===== src/rtl/bdot_pkg.sv =====
package bdot_pkg;
  localparam int DOT_LANES  = 4;
  localparam int DOT_LANE_W = 32;
  localparam int DOT_ELEM_W = 8;

  typedef enum logic {
    ELEM_UNSIGNED = 1'b0,
    ELEM_SIGNED   = 1'b1
  } elem_sign_e;
endpackage


===== src/rtl/bdot_bsel.sv =====
module bdot_bsel #(
  parameter int LANES  = 4,
  parameter int LANE_W = 32,
  parameter int IDX_W  = 2
) (
  input  logic                      idx_mode,
  input  logic [IDX_W-1:0]          idx,
  input  logic [LANES*LANE_W-1:0]   src_b,
  output logic [LANES*LANE_W-1:0]   b_sel
);
  logic [LANE_W-1:0] picked;

  assign picked = src_b[idx*LANE_W +: LANE_W];

  for (genvar k = 0; k < LANES; k++) begin : g_lane
    assign b_sel[k*LANE_W +: LANE_W] = idx_mode ? picked : src_b[k*LANE_W +: LANE_W];
  end
endmodule


===== src/rtl/bdot_lane.sv =====
module bdot_lane
  import bdot_pkg::*;
#(
  parameter int LANE_W = 32,
  parameter int ELEM_W = 8
) (
  input  elem_sign_e          sign_mode,
  input  logic [LANE_W-1:0]   acc,
  input  logic [LANE_W-1:0]   a,
  input  logic [LANE_W-1:0]   b,
  output logic [LANE_W-1:0]   sum
);
  localparam int ELEMS  = LANE_W / ELEM_W;
  localparam int PROD_W = 2 * ELEM_W;
  localparam int SUM_W  = PROD_W + $clog2(ELEMS);

  logic              sgn;
  logic [PROD_W-1:0] prod [ELEMS];
  logic [SUM_W-1:0]  total;
  logic [LANE_W-1:0] total_ext;

  assign sgn = (sign_mode == ELEM_SIGNED);

  for (genvar j = 0; j < ELEMS; j++) begin : g_mul
    logic [ELEM_W-1:0]        ab;
    logic [ELEM_W-1:0]        bb;
    logic signed [PROD_W-1:0] wa;
    logic signed [PROD_W-1:0] wb;
    assign ab = a[j*ELEM_W +: ELEM_W];
    assign bb = b[j*ELEM_W +: ELEM_W];
    assign wa = {{(PROD_W-ELEM_W){sgn & ab[ELEM_W-1]}}, ab};
    assign wb = {{(PROD_W-ELEM_W){sgn & bb[ELEM_W-1]}}, bb};
    assign prod[j] = wa * wb;
  end

  always_comb begin
    total = '0;
    for (int j = 0; j < ELEMS; j++) begin
      total = total + {{(SUM_W-PROD_W){sgn & prod[j][PROD_W-1]}}, prod[j]};
    end
  end

  assign total_ext = {{(LANE_W-SUM_W){sgn & total[SUM_W-1]}}, total};
  assign sum       = acc + total_ext;
endmodule


===== src/rtl/bdot_unit.sv =====
module bdot_unit
  import bdot_pkg::*;
#(
  parameter int LANES  = DOT_LANES,
  parameter int LANE_W = DOT_LANE_W,
  parameter int ELEM_W = DOT_ELEM_W
) (
  input  logic                        clk,
  input  logic                        rst_n,
  input  logic                        in_valid_i,
  output logic                        in_ready_o,
  input  logic                        wide_i,
  input  logic                        b_wide_i,
  input  logic                        idx_mode_i,
  input  logic                        signed_i,
  input  logic [$clog2(LANES)-1:0]    idx_i,
  input  logic [LANES*LANE_W-1:0]     acc_i,
  input  logic [LANES*LANE_W-1:0]     src_a_i,
  input  logic [LANES*LANE_W-1:0]     src_b_i,
  output logic                        out_valid_o,
  input  logic                        out_ready_i,
  output logic                        err_o,
  output logic [LANES*LANE_W-1:0]     result_o
);
  localparam int IDX_W = $clog2(LANES);
  localparam int VEC_W = LANES * LANE_W;
  localparam int HALF  = LANES / 2;
  localparam logic [IDX_W-1:0] NARROW_MAX = IDX_W'(HALF - 1);

  logic [VEC_W-1:0] b_sel;
  logic [VEC_W-1:0] lane_res;
  logic [VEC_W-1:0] masked;
  elem_sign_e       sign_mode;

  logic             accept;
  logic             idx_bad;
  logic             valid_q, valid_d;
  logic             err_q, err_d;
  logic             res_en;
  logic [VEC_W-1:0] res_q;

  assign sign_mode = signed_i ? ELEM_SIGNED : ELEM_UNSIGNED;

  bdot_bsel #(.LANES(LANES), .LANE_W(LANE_W), .IDX_W(IDX_W)) u_bsel (
    .idx_mode (idx_mode_i),
    .idx      (idx_i),
    .src_b    (src_b_i),
    .b_sel    (b_sel)
  );

  for (genvar k = 0; k < LANES; k++) begin : g_lane
    bdot_lane #(.LANE_W(LANE_W), .ELEM_W(ELEM_W)) u_lane (
      .sign_mode (sign_mode),
      .acc       (acc_i[k*LANE_W +: LANE_W]),
      .a         (src_a_i[k*LANE_W +: LANE_W]),
      .b         (b_sel[k*LANE_W +: LANE_W]),
      .sum       (lane_res[k*LANE_W +: LANE_W])
    );
    if (k >= HALF) begin : g_upper
      assign masked[k*LANE_W +: LANE_W] = wide_i ? lane_res[k*LANE_W +: LANE_W] : '0;
    end else begin : g_lower
      assign masked[k*LANE_W +: LANE_W] = lane_res[k*LANE_W +: LANE_W];
    end
  end

  // handshake and next-state
  always_comb begin
    in_ready_o = !valid_q || out_ready_i;
    accept     = in_valid_i && in_ready_o;
    idx_bad    = idx_mode_i && !b_wide_i && (idx_i > NARROW_MAX);
    res_en     = accept && !idx_bad;
    if (accept) begin
      valid_d = 1'b1;
      err_d   = idx_bad;
    end else if (out_ready_i) begin
      valid_d = 1'b0;
      err_d   = 1'b0;
    end else begin
      valid_d = valid_q;
      err_d   = err_q;
    end
  end

  always_ff @(posedge clk or negedge rst_n) begin
    if (!rst_n) begin
      valid_q <= 1'b0;
      err_q   <= 1'b0;
    end else begin
      valid_q <= valid_d;
      err_q   <= err_d;
    end
  end

  always_ff @(posedge clk or negedge rst_n) begin
    if (!rst_n) begin
      res_q <= '0;
    end else if (res_en) begin
      res_q <= masked;
    end
  end

  assign out_valid_o = valid_q;
  assign err_o       = err_q;
  assign result_o    = res_q;

  assert_accept_valid_R7: assert property (@(posedge clk) disable iff (!rst_n)
    (in_valid_i && in_ready_o) |=> out_valid_o);

  assert_stall_hold_R7: assert property (@(posedge clk) disable iff (!rst_n)
    (out_valid_o && !out_ready_i) |=> (out_valid_o && $stable(result_o) && $stable(err_o)));

  assert_bad_index_R6: assert property (@(posedge clk) disable iff (!rst_n)
    (in_valid_i && in_ready_o && idx_mode_i && !b_wide_i && (idx_i > NARROW_MAX))
      |=> (err_o && out_valid_o && $stable(result_o)));

  assert_narrow_upper_R2: assert property (@(posedge clk) disable iff (!rst_n)
    (in_valid_i && in_ready_o && !wide_i && !idx_mode_i) |=> (result_o[VEC_W-1:VEC_W/2] == '0));
endmodule


===== config.mk =====
export PLATFORM = sky130hd
export DESIGN_NAME = bdot_unit
export DESIGN_NICKNAME = d
export VERILOG_FILES = /design/src/rtl/bdot_pkg.sv /design/src/rtl/bdot_bsel.sv /design/src/rtl/bdot_lane.sv /design/src/rtl/bdot_unit.sv
export SDC_FILE = /design/constraint.sdc
export NUM_CORES = 2
export LEC_CHECK = 0
export BUFFER_PORTS_ARGS = -buffer_cell sky130_fd_sc_hd__buf_2
export CORE_MARGIN = 5
export CORE_UTILIZATION = 35
export CTS_BUF_LIST = sky130_fd_sc_hd__clkbuf_4 sky130_fd_sc_hd__clkbuf_8 sky130_fd_sc_hd__clkbuf_16
export CTS_CLUSTER_SIZE = 8
export DETAILED_ROUTE_END_ITERATION = 10
export HOLD_SLACK_MARGIN = 0.03
export PLACE_DENSITY = 0.49
export SYNTH_ARGS = -nofsm -noshare
export SYNTH_HDL_FRONTEND = slang
export SYNTH_SLANG_ARGS = --single-unit

===== constraint.sdc =====
create_clock -name clk -period 2.2 [get_ports clk]
set_clock_uncertainty 0.05 [all_clocks]
set_input_delay 0.22 -clock clk [delete_from_list [all_inputs] [get_ports clk]]
set_output_delay 0.22 -clock clk [all_outputs]
set_load 0.01 [all_outputs]

[Yosys cells after proc, flatten, opt, wreduce, memory -nomap -nowiden]
Cells that the tools add are included.
Storage, ports and cells
  register bits: 130
  bits of input ports: 394
  output and inout bits: 131
  word-level logic and storage cells: 108
Cells by class
  $add $sub $neg: 16
  multipliers: 16
  order comparisons: 1
  shift operators: 1
  muxes and demuxes: 10
  bitwise operators: 52
  reduce and logical (&&, ||, !) cells: 9
Operator list (count)
  $mul A9 B9 Y16: 16
  $mux W32: 6
  $add A18 B18 Y18: 8
  $add A32 B32 Y32: 4
  $shiftx A128 B8 Y32: 1
  $add A17 B17 Y18: 4
  $and A1 B1 Y1: 52
  $logic_and A1 B1 Y1: 4
  $mux W1: 4
  $logic_not A1 Y1: 3
  $gt A2 B1 Y1 const B: 1
  $reduce_bool A2 Y1: 1
  $logic_or A1 B1 Y1: 1

[Depth between registers and ports, before layout]
  word-level depth: 11
  gate-level depth with buffers: 51
  mapped depth without buffers: 47

[By module]
A second synthesis with hierarchy kept.
Unflattened totals
  cells, all modules: 7234
  area, all modules: 63980.1 sq um
By module, submodules not included
  bdot_lane (g_lane[3].u_lane): times used 1, cells an instance 1639, area an instance 13907.1 sq um, sequential area each 0.0 sq um
  bdot_lane (g_lane[1].u_lane): times used 1, cells an instance 1623, area an instance 13904.6 sq um, sequential area each 0.0 sq um
  bdot_lane (g_lane[2].u_lane): times used 1, cells an instance 1600, area an instance 13779.5 sq um, sequential area each 0.0 sq um
  bdot_lane (g_lane[0].u_lane): times used 1, cells an instance 1587, area an instance 13756.9 sq um, sequential area each 0.0 sq um
  bdot_unit: times used 1, cells an instance 414, area an instance 5471.5 sq um, sequential area each 3253.1 sq um
  bdot_bsel: times used 1, cells an instance 371, area an instance 3160.5 sq um, sequential area each 0.0 sq um

[Worst setup path after synthesis]
Ideal clock, no wire load.
  path kind: input to register
  from: in idx_i[1]
  to: reg res_q[28], in the netlist result_o[28]
  library setup time: 0.131 ns
  arrival: 10.950 ns
  required time: 2.019 ns
  setup slack: -8.931 ns
  stages on the path: 42
  path buffers: 4
  path through: clkbuf_1 -> clkbuf_1 -> clkbuf_1 -> buf_2 -> mux4_2 -> nand2_1 -> o21ai_1 -> nand2_1 -> fa_1 -> inv_1 -> fa_1 -> fa_1 -> fa_1 -> inv_1 -> fa_1 -> inv_1 -> ha_1 -> inv_1 -> [6 not listed] -> a21oi_1 -> xnor2_1 -> fa_1 -> fa_1 -> ha_1 -> a211o_1 -> or2_2 -> o2111a_1 -> o21a_1 -> or2_2 -> xnor2_1 -> ha_1 -> nand2_1 -> o311a_1 -> a21o_1 -> o32ai_1 -> xnor2_1 -> o21ai_1
Between the ends
  longest elaborated chain between the ends: 10
  elaborated cells on any way between the ends: 23
  those cells by class: add/sub: 4; mul: 4; order compare: 1; shift: 1; mux: 1; bitwise: 9; reduce/logical: 3
Ends and longest elaborated chain
  start, declared: RTL line bdot_unit.sv:16  | input logic [$clog2(LANES)-1:0] idx_i,
  $shiftx A128 B8 Y32: RTL line bdot_bsel.sv:13  | assign picked = src_b[idx*LANE_W +: LANE_W];
  $mux W32: RTL line bdot_bsel.sv:16  | assign b_sel[k*LANE_W +: LANE_W] = idx_mode ? picked : src_b[k*LANE_W +: LANE_W];
  $and A1 B1 Y1: RTL line bdot_lane.sv:32  | assign wb = {{(PROD_W-ELEM_W){sgn & bb[ELEM_W-1]}}, bb};
  $mul A9 B9 Y16: RTL line bdot_lane.sv:33  | assign prod[j] = wa * wb;
  $and A1 B1 Y1: RTL line bdot_lane.sv:39  | total = total + {{(SUM_W-PROD_W){sgn & prod[j][PROD_W-1]}}, prod[j]};
  $add A17 B17 Y18: RTL line bdot_lane.sv:39
  $add A18 B18 Y18 (2 in series): RTL line bdot_lane.sv:39
  $and A1 B1 Y1: RTL line bdot_lane.sv:43  | assign total_ext = {{(LANE_W-SUM_W){sgn & total[SUM_W-1]}}, total};
  $add A32 B32 Y32: RTL line bdot_lane.sv:44  | assign sum = acc + total_ext;
  end signal, assigned: RTL line bdot_unit.sv:98  | res_q <= masked;
  end, declared: RTL line bdot_unit.sv:40  | logic [VEC_W-1:0] res_q;
Parallel ways exist; a longest one is shown, timed or not.
A chain may end at the register's enable or synchronous reset.

[Worst setup path after layout]
  from: in idx_i[1]
  to: reg res_q[94], in the netlist result_o[94]
Between the ends
  longest elaborated chain between the ends: 11
  elaborated cells on any way between the ends: 24
  those cells by class: add/sub: 4; mul: 4; order compare: 1; shift: 1; mux: 2; bitwise: 9; reduce/logical: 3
Ends and longest elaborated chain
  $shiftx A128 B8 Y32: RTL line bdot_bsel.sv:13
  $mux W32: RTL line bdot_bsel.sv:16
  $and A1 B1 Y1: RTL line bdot_lane.sv:32
  $mul A9 B9 Y16: RTL line bdot_lane.sv:33
  $and A1 B1 Y1: RTL line bdot_lane.sv:39
  $add A17 B17 Y18: RTL line bdot_lane.sv:39
  $add A18 B18 Y18 (2 in series): RTL line bdot_lane.sv:39
  $and A1 B1 Y1: RTL line bdot_lane.sv:43
  $add A32 B32 Y32: RTL line bdot_lane.sv:44
  $mux W32: RTL line bdot_unit.sv:60  | assign masked[k*LANE_W +: LANE_W] = wide_i ? lane_res[k*LANE_W +: LANE_W] : '0;
Parallel ways exist; a longest one is shown, timed or not.

==> results.toml <==
[detailed_routing]
vias = 53600
wl_per_cell_um = 20.3
routed_wl_um = 230000
vias_per_cell = 4.72
drtIter0Drc = 2351
dr.pass1.iters = 6
antenna_left = 0
drc = 0

[synth]
syn_area_per_cell_um2 = 8.75
synth-main-ff-cell = "dfrtp_1"
synth_edf_count = 0
ys_seq_area_share_pct = 5.39
synth_nets = 9116
synthArstFlopShare_pct = 100
ys_warn_count = 0
synth_top_cell_area_share_pct = 38.1
synth_largest_area_cell = "fa_1"
syn_inst = 6900
ys_seq_elements = 130
netlist_area_um2 = 60400
netlist-cell-type-count = 81
ys_top_cells_by_area = "fa_1 (38%), ha_1 (14%), inv_1 (9.7%)"

[clock_tree]
numCtsBuffers = 17
cts_buffer_depth = 2
clk_latency_ps = 480
cts_tree = "built"
ctsHoldBuffers = 25
path_clk_slew_ps = 70
h-tree-depth = 4
root_buffer = "clkbuf_16"
cts_sinks = 130

[final_layout]
final_layout_size_suffix_gt1_share_pct = 33.2
fill_cells = 16800
area.growth.synth_to_final_pct = 40.2
fin_nets = 11200
final_util_pct = 49.3

[critical_path]
cpMostUsedCell = "fa_1"
r2r.worst_path.cells = 5
arrival_ps = 10000
cpMaxStageDelayCell = "fa_1"
crit_path_end = "result_o[94]$_DFFE_PN0P_"
cp-start-kind = "input port"
timing.rr.start = "out_valid_o$_DFFE_PN0P_"
startpoint = "idx_i[1]"
r2r_slack_ps = 440
crit_path_end_kind = "flop"
path_max_fanout = 6
worstPathRequired_ps = 2510
max_stage_delay_ps = 550
r2r_end = "result_o[70]$_DFFE_PN0P_"
path_class = "in -> reg"

[die]
initial_core_util_pct = 35.2
die_x_um = 425
die_y_um = 425
rows = 152
coreArea_um2 = 172000
dieArea_um2 = 181000
pin_count = 525

[place]
hpwl_um = 205000
globalplace.congestion = 0.953
io_buffers = 524

[sta]
slew_headroom_pct = 57.8
tightest_slew_ps = 633
hold_viol_final = 0
finalSetupViolations = 128
final_max_slew_viol_count = 0
finalCriticalPeriod_ps = 9690
max_clock_freq_mhz = 103
rsz0062_at_grt = "true"
min_period_over_period_pct = 440
setup_tns_ps = -747010
worst_slack_ps = -7490

[global_routing]
grt_usage_pct = 25.1
antenna_found_initial = 48
grt_max_degree = 75
overflow = 0
grt_pass1_wl_um = 341000
grt_pass1_vias = 56000

[job]
maxCapViolCount = 0

[worst_hold_path]
hp-class = "in -> reg"

[run_status]
outcome = "complete, but fails checks"
violations = "negative setup slack"
## logic make-up after synthesis
kind of cell,count (synthesis),share of synthesized area (%)
AND/OR/NAND/NOR,1869,15.1
adder cells (fa/ha/maj),1822,52.0
buffers and inverters,1708,10.6
AO/OA/AOI/OAI,869,8.81
XOR/XNOR,461,6.70
flip-flops,130,5.39
multiplexers,41,1.34
## cell usage in the layout, fill, tap and decap left out, types with 33 or more instances in the layout
master / instances
xnor2_2: 54
o21bai_1: 69
a21oi_4: 33
ha_1: 588
buf_4: 1493
nand2b_1: 93
or3_1: 42
ha_4: 74
fa_1: 1120
nor2_1: 142
a21oi_2: 104
inv_2: 51
and2_1: 263
nor2b_1: 228
a21oi_1: 119
buf_6: 97
a21o_1: 89
xnor2_1: 286
buf_2: 519
dfrtp_1: 130
xor2_1: 87
or2_2: 38
buf_12: 72
o21ai_0: 77
inv_1: 1507
o21ai_1: 126
o21ai_2: 47
nand2_1: 822
## stage by stage
step | setup slack, ps | area (um2) | hold slack [ps] | std cells
5_1_grt | -7840 | 84600 | 6.31 | 11300
3_5_place_dp | -8580 | 78400 | 190 | 11100
3_3_place_gp | -8500 | 78400 | 190 | 11100
4_1_cts | -7430 | 81600 | -24.7 | 11300
6_report | -7490 | 84600 | 0.811 | 11300
2_1_floorplan | -7470 | 61000 | -126 | 6900
## area by class of cell
type                    count  area, um2  share of cell area (%)
flip-flops and latches    130       3250                    3.84
multi-input cells        5062      55100                    65.2
diodes                     27       67.6                  0.0798
clock inverters            15        195                   0.231
clock buffers              17        425                   0.503
inverters                1562       5870                    6.93
repair buffers           2216      16800                    19.8
well taps                2310       2890                    3.41
## worst min-delay path by stage
stage / startpoint / to / depth (start not counted)
6_report: acc_i[0] / result_o[0]$_DFFE_PN0P_ / 4
5_1_grt: acc_i[0] / result_o[0]$_DFFE_PN0P_ / 4
4_1_cts: acc_i[0] / result_o[0]$_DFFE_PN0P_ / 4
3_5_place_dp: rst_n / result_o[37]$_DFFE_PN0P_ / 1
3_3_place_gp: rst_n / result_o[37]$_DFFE_PN0P_ / 1
2_1_floorplan: rst_n / err_o$_DFFE_PN0P_ / 0
## sequential cells by signal, summed over array words and instances (netlist names)
signal	count
err_o	1
out_valid_o	1
result_o	128
## cells in the mapped netlist (all sizes together), types with 108 or more instances
| cell | instances |
|---|---|
| a21oi | 256 |
| and2 | 291 |
| dfrtp | 130 |
| fa | 1148 |
| ha | 674 |
| inv | 1561 |
| nand2 | 855 |
| nor2 | 161 |
| nor2b | 245 |
| o21ai | 271 |
| xnor2 | 353 |
| xor2 | 108 |
## worst max-delay path, delay by kind of cell
kind | cells | cell delay, ps
buf+inv | 12 | 1060
compound gates | 14 | 2150
fa+ha+maj | 10 | 4220
xor+xnor | 4 | 750
mux | 1 | 480
simple gates | 7 | 1080
## routing by layer
layer / track usage [%] / part of all wire, %
met5: 0 / 0.0048
met4: 13.9 / 6.9
met3: 1.91 / 2.7
met2: 44.7 / 51
met1: 29.9 / 39
## what timing repair did
item	in CTS	in global routing
pin swaps	197	418
endpoints found under the hold margin	72	1
gates resized for setup	414	516
gates cloned	2	0
setup buffers	59	72
endpoints found under the setup margin	128	128
Power is not shown: default switching activity piles up to over one toggle a cycle in this logic, so the estimate is an artifact.
